`src/rtl/serial_rx_pkg.sv`:
```
package serial_rx_pkg;

  // Parity treatment; encoding is visible at the par_mode port
  typedef enum logic [1:0] {
    PAR_ODD   = 2'b00,
    PAR_EVEN  = 2'b01,
    PAR_MARK  = 2'b10,
    PAR_SPACE = 2'b11
  } par_mode_e;

  typedef enum logic [2:0] {
    RX_IDLE,
    RX_START,
    RX_DATA,
    RX_PAR,
    RX_STOP
  } rx_state_e;

endpackage

```
`src/rtl/serial_rx_sync.sv`:
```
module serial_rx_sync #(
  parameter int STAGES    = 2,
  parameter bit RESET_VAL = 1'b1
) (
  input  logic clk,
  input  logic rst_n,
  input  logic d,
  output logic q
);

  logic [STAGES-1:0] pipe_q;
  logic [STAGES-1:0] pipe_d;

  always_comb begin
    pipe_d = {pipe_q[STAGES-2:0], d};
  end

  always_ff @(posedge clk or negedge rst_n) begin
    if (!rst_n) pipe_q <= {STAGES{RESET_VAL}};
    else        pipe_q <= pipe_d;
  end

  assign q = pipe_q[STAGES-1];

endmodule

```
`src/rtl/serial_rx_frame.sv`:
```
module serial_rx_frame
  import serial_rx_pkg::*;
#(
  parameter int DATA_W = 8,
  parameter int OVS    = 16
) (
  input  logic              clk,
  input  logic              rst_n,
  input  logic              tick,
  input  logic              rx_en,
  input  logic              rxd,
  input  logic [1:0]        wlen_sel,
  input  logic              par_en,
  input  logic [1:0]        par_mode,
  output logic              done,
  output logic [DATA_W-1:0] data,
  output logic              pbad,
  output logic              fbad
);

  localparam int CNT_W = $clog2(OVS);
  localparam int HALF  = OVS / 2;
  localparam int IW    = $clog2(DATA_W) + 1;
  localparam logic [IW-1:0]    DW_L      = IW'(DATA_W);
  localparam logic [CNT_W-1:0] CNT_LAST  = CNT_W'(OVS - 1);
  localparam logic [CNT_W-1:0] CNT_CHECK = CNT_W'(HALF - 1);

  rx_state_e         st_q, st_d;
  logic [CNT_W-1:0]  cnt_q, cnt_d;
  logic [IW-1:0]     idx_q, idx_d;
  logic [DATA_W-1:0] sh_q, sh_d;
  logic              px_q, px_d;
  logic              pe_q, pe_d;
  logic              prev_q, prev_d;
  logic              done_q, done_d;
  logic [DATA_W-1:0] data_q, data_d;
  logic              pbad_q, pbad_d;
  logic              fbad_q, fbad_d;
  logic [IW-1:0]     nbits;
  logic              last_tick;
  par_mode_e         pmode;

  assign nbits     = DW_L - IW'(wlen_sel);
  assign last_tick = (cnt_q == CNT_LAST);
  assign pmode     = par_mode_e'(par_mode);

  always_comb begin
    st_d   = st_q;
    cnt_d  = cnt_q;
    idx_d  = idx_q;
    sh_d   = sh_q;
    px_d   = px_q;
    pe_d   = pe_q;
    prev_d = prev_q;
    done_d = 1'b0;
    data_d = data_q;
    pbad_d = pbad_q;
    fbad_d = fbad_q;
    if (!rx_en) begin
      st_d   = RX_IDLE;
      cnt_d  = '0;
      prev_d = 1'b0;
    end else if (tick) begin
      case (st_q)
        RX_IDLE: begin
          prev_d = rxd;
          cnt_d  = '0;
          if (prev_q && !rxd) st_d = RX_START;
        end
        RX_START: begin
          if (cnt_q == CNT_CHECK) begin
            cnt_d = '0;
            if (rxd) begin
              st_d   = RX_IDLE;
              prev_d = 1'b1;
            end else begin
              st_d  = RX_DATA;
              idx_d = '0;
              px_d  = 1'b0;
              pe_d  = 1'b0;
            end
          end else begin
            cnt_d = cnt_q + CNT_W'(1);
          end
        end
        RX_DATA: begin
          if (last_tick) begin
            cnt_d = '0;
            sh_d  = {rxd, sh_q[DATA_W-1:1]};
            px_d  = px_q ^ rxd;
            idx_d = idx_q + IW'(1);
            if (idx_q == nbits - IW'(1)) st_d = par_en ? RX_PAR : RX_STOP;
          end else begin
            cnt_d = cnt_q + CNT_W'(1);
          end
        end
        RX_PAR: begin
          if (last_tick) begin
            cnt_d = '0;
            st_d  = RX_STOP;
            case (pmode)
              PAR_ODD:  pe_d = ~(px_q ^ rxd);
              PAR_EVEN: pe_d = px_q ^ rxd;
              default:  pe_d = 1'b0;
            endcase
          end else begin
            cnt_d = cnt_q + CNT_W'(1);
          end
        end
        RX_STOP: begin
          if (last_tick) begin
            cnt_d  = '0;
            st_d   = RX_IDLE;
            prev_d = rxd;
            done_d = 1'b1;
            data_d = sh_q >> (DW_L - nbits);
            pbad_d = pe_q;
            fbad_d = ~rxd;
          end else begin
            cnt_d = cnt_q + CNT_W'(1);
          end
        end
        default: st_d = RX_IDLE;
      endcase
    end
  end

  always_ff @(posedge clk or negedge rst_n) begin
    if (!rst_n) begin
      st_q   <= RX_IDLE;
      cnt_q  <= '0;
      idx_q  <= '0;
      sh_q   <= '0;
      px_q   <= 1'b0;
      pe_q   <= 1'b0;
      prev_q <= 1'b0;
      done_q <= 1'b0;
      data_q <= '0;
      pbad_q <= 1'b0;
      fbad_q <= 1'b0;
    end else begin
      st_q   <= st_d;
      cnt_q  <= cnt_d;
      idx_q  <= idx_d;
      sh_q   <= sh_d;
      px_q   <= px_d;
      pe_q   <= pe_d;
      prev_q <= prev_d;
      done_q <= done_d;
      data_q <= data_d;
      pbad_q <= pbad_d;
      fbad_q <= fbad_d;
    end
  end

  assign done = done_q;
  assign data = data_q;
  assign pbad = pbad_q;
  assign fbad = fbad_q;

endmodule

```
`src/rtl/serial_rx_hold.sv`:
```
module serial_rx_hold #(
  parameter int DATA_W = 8
) (
  input  logic              clk,
  input  logic              rst_n,
  input  logic              done,
  input  logic [DATA_W-1:0] d_data,
  input  logic              d_pbad,
  input  logic              d_fbad,
  input  logic              rd_strobe,
  output logic [DATA_W-1:0] rdata,
  output logic              rx_full,
  output logic              perr,
  output logic              ferr,
  output logic              ovr
);

  logic [DATA_W-1:0] data_q, data_d;
  logic full_q, full_d;
  logic perr_q, perr_d;
  logic ferr_q, ferr_d;
  logic ovr_q, ovr_d;
  logic arm_q, arm_d;
  logic full_eff;

  assign full_eff = full_q & ~rd_strobe;

  always_comb begin
    data_d = data_q;
    full_d = full_eff;
    perr_d = perr_q;
    ferr_d = ferr_q;
    ovr_d  = ovr_q;
    arm_d  = arm_q | rd_strobe;
    if (done) begin
      if (full_eff) begin
        ovr_d = 1'b1;
      end else begin
        data_d = d_data;
        full_d = 1'b1;
        if (d_pbad || d_fbad) begin
          perr_d = perr_q | d_pbad;
          ferr_d = ferr_q | d_fbad;
        end else if (arm_d) begin
          perr_d = 1'b0;
          ferr_d = 1'b0;
          ovr_d  = 1'b0;
          arm_d  = 1'b0;
        end
      end
    end
  end

  always_ff @(posedge clk or negedge rst_n) begin
    if (!rst_n) begin
      data_q <= '0;
      full_q <= 1'b0;
      perr_q <= 1'b0;
      ferr_q <= 1'b0;
      ovr_q  <= 1'b0;
      arm_q  <= 1'b0;
    end else begin
      data_q <= data_d;
      full_q <= full_d;
      perr_q <= perr_d;
      ferr_q <= ferr_d;
      ovr_q  <= ovr_d;
      arm_q  <= arm_d;
    end
  end

  assign rdata   = data_q;
  assign rx_full = full_q;
  assign perr    = perr_q;
  assign ferr    = ferr_q;
  assign ovr     = ovr_q;

endmodule

```
`src/rtl/serial_rx_core.sv`:
```
module serial_rx_core #(
  parameter int DATA_W      = 8,
  parameter int OVS         = 16,
  parameter int SYNC_STAGES = 2
) (
  input  logic              clk,
  input  logic              rst_n,
  input  logic              tick16,
  input  logic              rxd,
  input  logic              dcd_n,
  input  logic              term_en,
  input  logic              echo_en,
  input  logic [1:0]        wlen_sel,
  input  logic              par_en,
  input  logic [1:0]        par_mode,
  input  logic              rd_strobe,
  output logic [DATA_W-1:0] rdata,
  output logic              rx_full,
  output logic              perr,
  output logic              ferr,
  output logic              ovr,
  output logic              echo_txd
);

  localparam int NSYNC = 2;

  logic [NSYNC-1:0] raw_in;
  logic [NSYNC-1:0] sync_out;
  logic rxd_s;
  logic dcd_s;
  logic rx_en;
  logic frm_done;
  logic [DATA_W-1:0] frm_data;
  logic frm_pbad;
  logic frm_fbad;

  assign raw_in = {dcd_n, rxd};

  for (genvar g = 0; g < NSYNC; g++) begin : g_sync
    serial_rx_sync #(.STAGES(SYNC_STAGES), .RESET_VAL(1'b1)) u_sync (
      .clk  (clk),
      .rst_n(rst_n),
      .d    (raw_in[g]),
      .q    (sync_out[g])
    );
  end

  assign rxd_s = sync_out[0];
  assign dcd_s = sync_out[1];
  assign rx_en = term_en & ~dcd_s;

  serial_rx_frame #(.DATA_W(DATA_W), .OVS(OVS)) u_frame (
    .clk     (clk),
    .rst_n   (rst_n),
    .tick    (tick16),
    .rx_en   (rx_en),
    .rxd     (rxd_s),
    .wlen_sel(wlen_sel),
    .par_en  (par_en),
    .par_mode(par_mode),
    .done    (frm_done),
    .data    (frm_data),
    .pbad    (frm_pbad),
    .fbad    (frm_fbad)
  );

  serial_rx_hold #(.DATA_W(DATA_W)) u_hold (
    .clk      (clk),
    .rst_n    (rst_n),
    .done     (frm_done),
    .d_data   (frm_data),
    .d_pbad   (frm_pbad),
    .d_fbad   (frm_fbad),
    .rd_strobe(rd_strobe),
    .rdata    (rdata),
    .rx_full  (rx_full),
    .perr     (perr),
    .ferr     (ferr),
    .ovr      (ovr)
  );

  assign echo_txd = (echo_en && rx_en) ? rxd_s : 1'b1;

endmodule

```
`config.mk`:
```
export PLATFORM = sky130hd
export DESIGN_NAME = serial_rx_core
export DESIGN_NICKNAME = d
export VERILOG_FILES = /design/src/rtl/serial_rx_pkg.sv /design/src/rtl/serial_rx_sync.sv /design/src/rtl/serial_rx_frame.sv /design/src/rtl/serial_rx_hold.sv /design/src/rtl/serial_rx_core.sv
export SDC_FILE = /design/constraint.sdc
export NUM_CORES = 1
export LEC_CHECK = 0
export BUFFER_PORTS_ARGS = -buffer_cell sky130_fd_sc_hd__buf_4
export CAP_MARGIN = 15
export CELL_PAD_IN_SITES_DETAIL_PLACEMENT = 1
export CELL_PAD_IN_SITES_GLOBAL_PLACEMENT = 2
export CORE_MARGIN = 3
export CORE_UTILIZATION = 39
export CTS_CLUSTER_SIZE = 28
export DETAILED_ROUTE_END_ITERATION = 12
export PLACE_DENSITY = 0.85
export SLEW_MARGIN = 40
export SYNTH_ARGS = -nofsm -noshare
export SYNTH_HDL_FRONTEND = slang
export SYNTH_HIERARCHICAL = 1
export SYNTH_SLANG_ARGS = --single-unit
```
`constraint.sdc`:
```
create_clock -name clk -period 2.05 [get_ports clk]
set_input_delay 0.3075 -clock clk [delete_from_list [all_inputs] [get_ports clk]]
set_output_delay 0.3075 -clock clk [all_outputs]
set_load 0.005 [all_outputs]
```
==> run_results.csv <==
group,metric,value,unit
setup_path,arrival,1.96,ns
yosys,yosysWarningCount,6,
timing,finalSetupViolCount,0,
timing,timing.fmax,573,MHz
hold_path,hp-class,"in -> async",
global_routing,grt_pass1_wl,9080,microns
pwr,finalPower,1.72,mW
cells_and_area,num_antenna_cells,0,
place,dp_hpwl,3820,microns
die,die_w,87.6,microns
global_routing,antenna_found_initial,0,
run,cap_violations,0,
clocking,cts_inserted_buffers,5,
cells_and_area,final_nets,279,
die,dieHeight,87.6,microns
yosys,synth_edf_count,0,
global_routing,grt_use_total,0.150,
timing,fin_crit_sh,0.851,
pwr,combPwrFrac,0.074,
pwr,power_frac_seq,0.584,
clocking,cts_setup_buffers,0,
timing,slew_viol_final,0,
timing,clock-skew-final,0.00801,ns
yosys,yosysTopAreaCellShare,0.443,
yosys,async_flop_share,1.00,
yosys,synth-seq-cells,50,
clocking,root_buffer,"clkbuf_8",
drt,first_iter_violations,55,
yosys,synth-seq-area-share,0.483,
die,die_area,7680,sq um
place,gp_congestion,0.772,
outcome,status,"completed",
setup_path,worstSetupPathType,"reg -> reg",
drt,drc_errors,0,
drt,wire_per_inst,15.4,microns
clocking,cts_resized,0,
timing,tightestPinTransition,0.628,ns
clocking,tritoncts,"done",
timing,grt_setup_unrepaired,"no",
yosys,synth.area.top_cells,"dfrtp_1 (44%), mux2_2 (7.8%), mux4_2 (4.3%)",
pwr,p_leak,1.38,nW
pwr,p_int,1.29,mW
global_routing,grt_max_degree,51,
setup_path,cpMostUsedCell,"nand2b_1",
clocking,htreeDepth,2,
drt,wirelength,5230,microns
pwr,p_per_area,582,nW/um^2
cells_and_area,final_cell_mix,"dfrtp_1 (46), buf_4 (31), nand2_1 (26)",
setup_path,critPathRequiredTime,2.26,ns
cells_and_area,drive_above_1_share,0.304,
setup_path,critical-path-max-stage-delay,0.61,ns
place,io_buffer_count,25,
pwr,switching_share,0.249,
die,initial_core_util,0.407,
yosys,synth.largest_area_cell,"dfrtp_1",
yosys,synth.distinct_cells,59,
die,coreArea,6390,sq um
setup_path,start_kind,"flop",
timing,maxSlewHeadroom,0.582,
timing,fin_setup_tns,0,ns
setup_path,cp_max_fo,13,
drt,vias_per_cell,5.46,
setup_path,end_kind,"flop",
timing,hold_viol,0,
cells_and_area,area_delta_synth_final,13.6,%
global_routing,grt_pass1_vias,1927,
die,boundaryPins,26,
global_routing,grt_overflow,0,
drt,ant_nets,0,
drt,num_vias,1855,
timing,fin_crit,1.74,ns
cells_and_area,layout_commonest_cell,"dfrtp_1",
clocking,clock_sinks,50,
die,num_rows,29,
clocking,clk_pin_slew,0.10,ns
yosys,synthCells,234,
pwr,clkPwrFrac,0.342,
drt,dr.pass1.iters,4,
yosys,post_synth.cell_area_avg,11.1,sq um
yosys,synth_nets,251,
yosys,ys.flop_type,"dfrtp_1",
setup_path,critPathSlowestCell,"dfrtp_1",
clocking,clockBufferDepth,2,
setup_path,cp_cell_sequence,"nand2b_1 > nand2b_1 > a31oi_1 > o211ai_1 > o31ai_1",
clocking,hold_buffers,0,
pwr,net-switching-power,0.427,mW
pwr,ir_drop,0.312,mV
clocking,clkLatencyLatePin,0.31,ns
yosys,syn_area,2600,sq um
## layer usage
layer,routed length (microns),global-route usage,vias to the layer above
li1,-,-,895
met1,2400,0.191,920
met2,2600,0.255,32
met3,140,0.0263,8
met4,95,0.0586,0
met5,0,0,-
## worst max-delay path: cells and delay by family (launching register included)
family             cells  cell delay [ns]
DFF                    1             0.61
and+or+nand+nor        2             0.47
AOI/OAI and AO/OA      3             0.57
## state kept, by name, summed over array words and instances (netlist names), 3 cells and up
name / flops
u_frame/idx_q: 4
u_frame/sh_q: 8
u_frame/st_q: 3
g_sync.u_sync/pipe_q: 4
u_hold/rdata: 8
u_frame/cnt_q: 4
u_frame/data: 8
## layout make-up
cell class / count / area [sq um]
repair buffers: 31 / 233
flip-flops and latches: 50 / 1260
multi-input cells: 167 / 1250
fillers: 734 / 3430
well taps: 77 / 96.3
clock inverters: 3 / 21.3
clock buffers: 5 / 68.8
inverters: 7 / 26.3
## through the flow
step                setup slack, ns  utilization  hold WS (ns)  instances  area [sq um]
finish                        0.306        0.462       0.00240        340          2950
global route                 0.0167        0.462        0.0569        340          2950
CTS                           0.293        0.462        0.0378        340          2950
detailed placement            0.213        0.448         0.348        332          2860
global placement              0.286        0.448         0.347        332          2860
floorplan                    0.0879            -        0.0119        234          2600
## final timing paths
path,slack [ns],from,cells after the start,end
max in group asynchronous,1.62,rst_n,1,u_frame/sh_q[0]
min reg2reg,0.36,g_sync[1].u_sync/pipe_q[0],0,g_sync[1].u_sync/pipe_q[1]
max,0.31,u_frame/st_q[1],5,u_frame/st_q[1]
min in group clk,0.10,rxd,1,g_sync[0].u_sync/pipe_q[0]
min,0.002,rst_n,1,u_hold/rdata[1]
max reg2reg,0.31,u_frame/st_q[1],5,u_frame/st_q[1]
## power by group through the flow
stage,combinational (mW),sequential (mW),clock [mW]
floorplan,0.0725,1.02,0
detailed placement,0.130,1.02,0
CTS,0.131,1.00,0.614
finish,0.127,1.00,0.587
global placement,0.127,1.02,0
global route,0.143,1.01,0.660
## synthesized netlist by cell type (all sizes together), types with 3 or more instances
cell	n
dfrtp	46
nand2	27
o21ai	20
mux2	19
nand3	13
nor2	10
buf	8
inv	7
nand2b	7
and3	6
mux4	5
dfstp	4
ha	4
nand4b	4
o31ai	4
a21oi	3
nor3	3
o21a	3
xnor2	3
## logic make-up after synthesis
group,Yosys count,share of synthesized area
simple gates,87,0.192
flops,50,0.483
compound gates,44,0.112
mux,26,0.135
buf+inv,17,0.0351
xor+xnor,5,0.0197
fa+ha+maj,5,0.0231
Power figures use the tool's default switching activity.
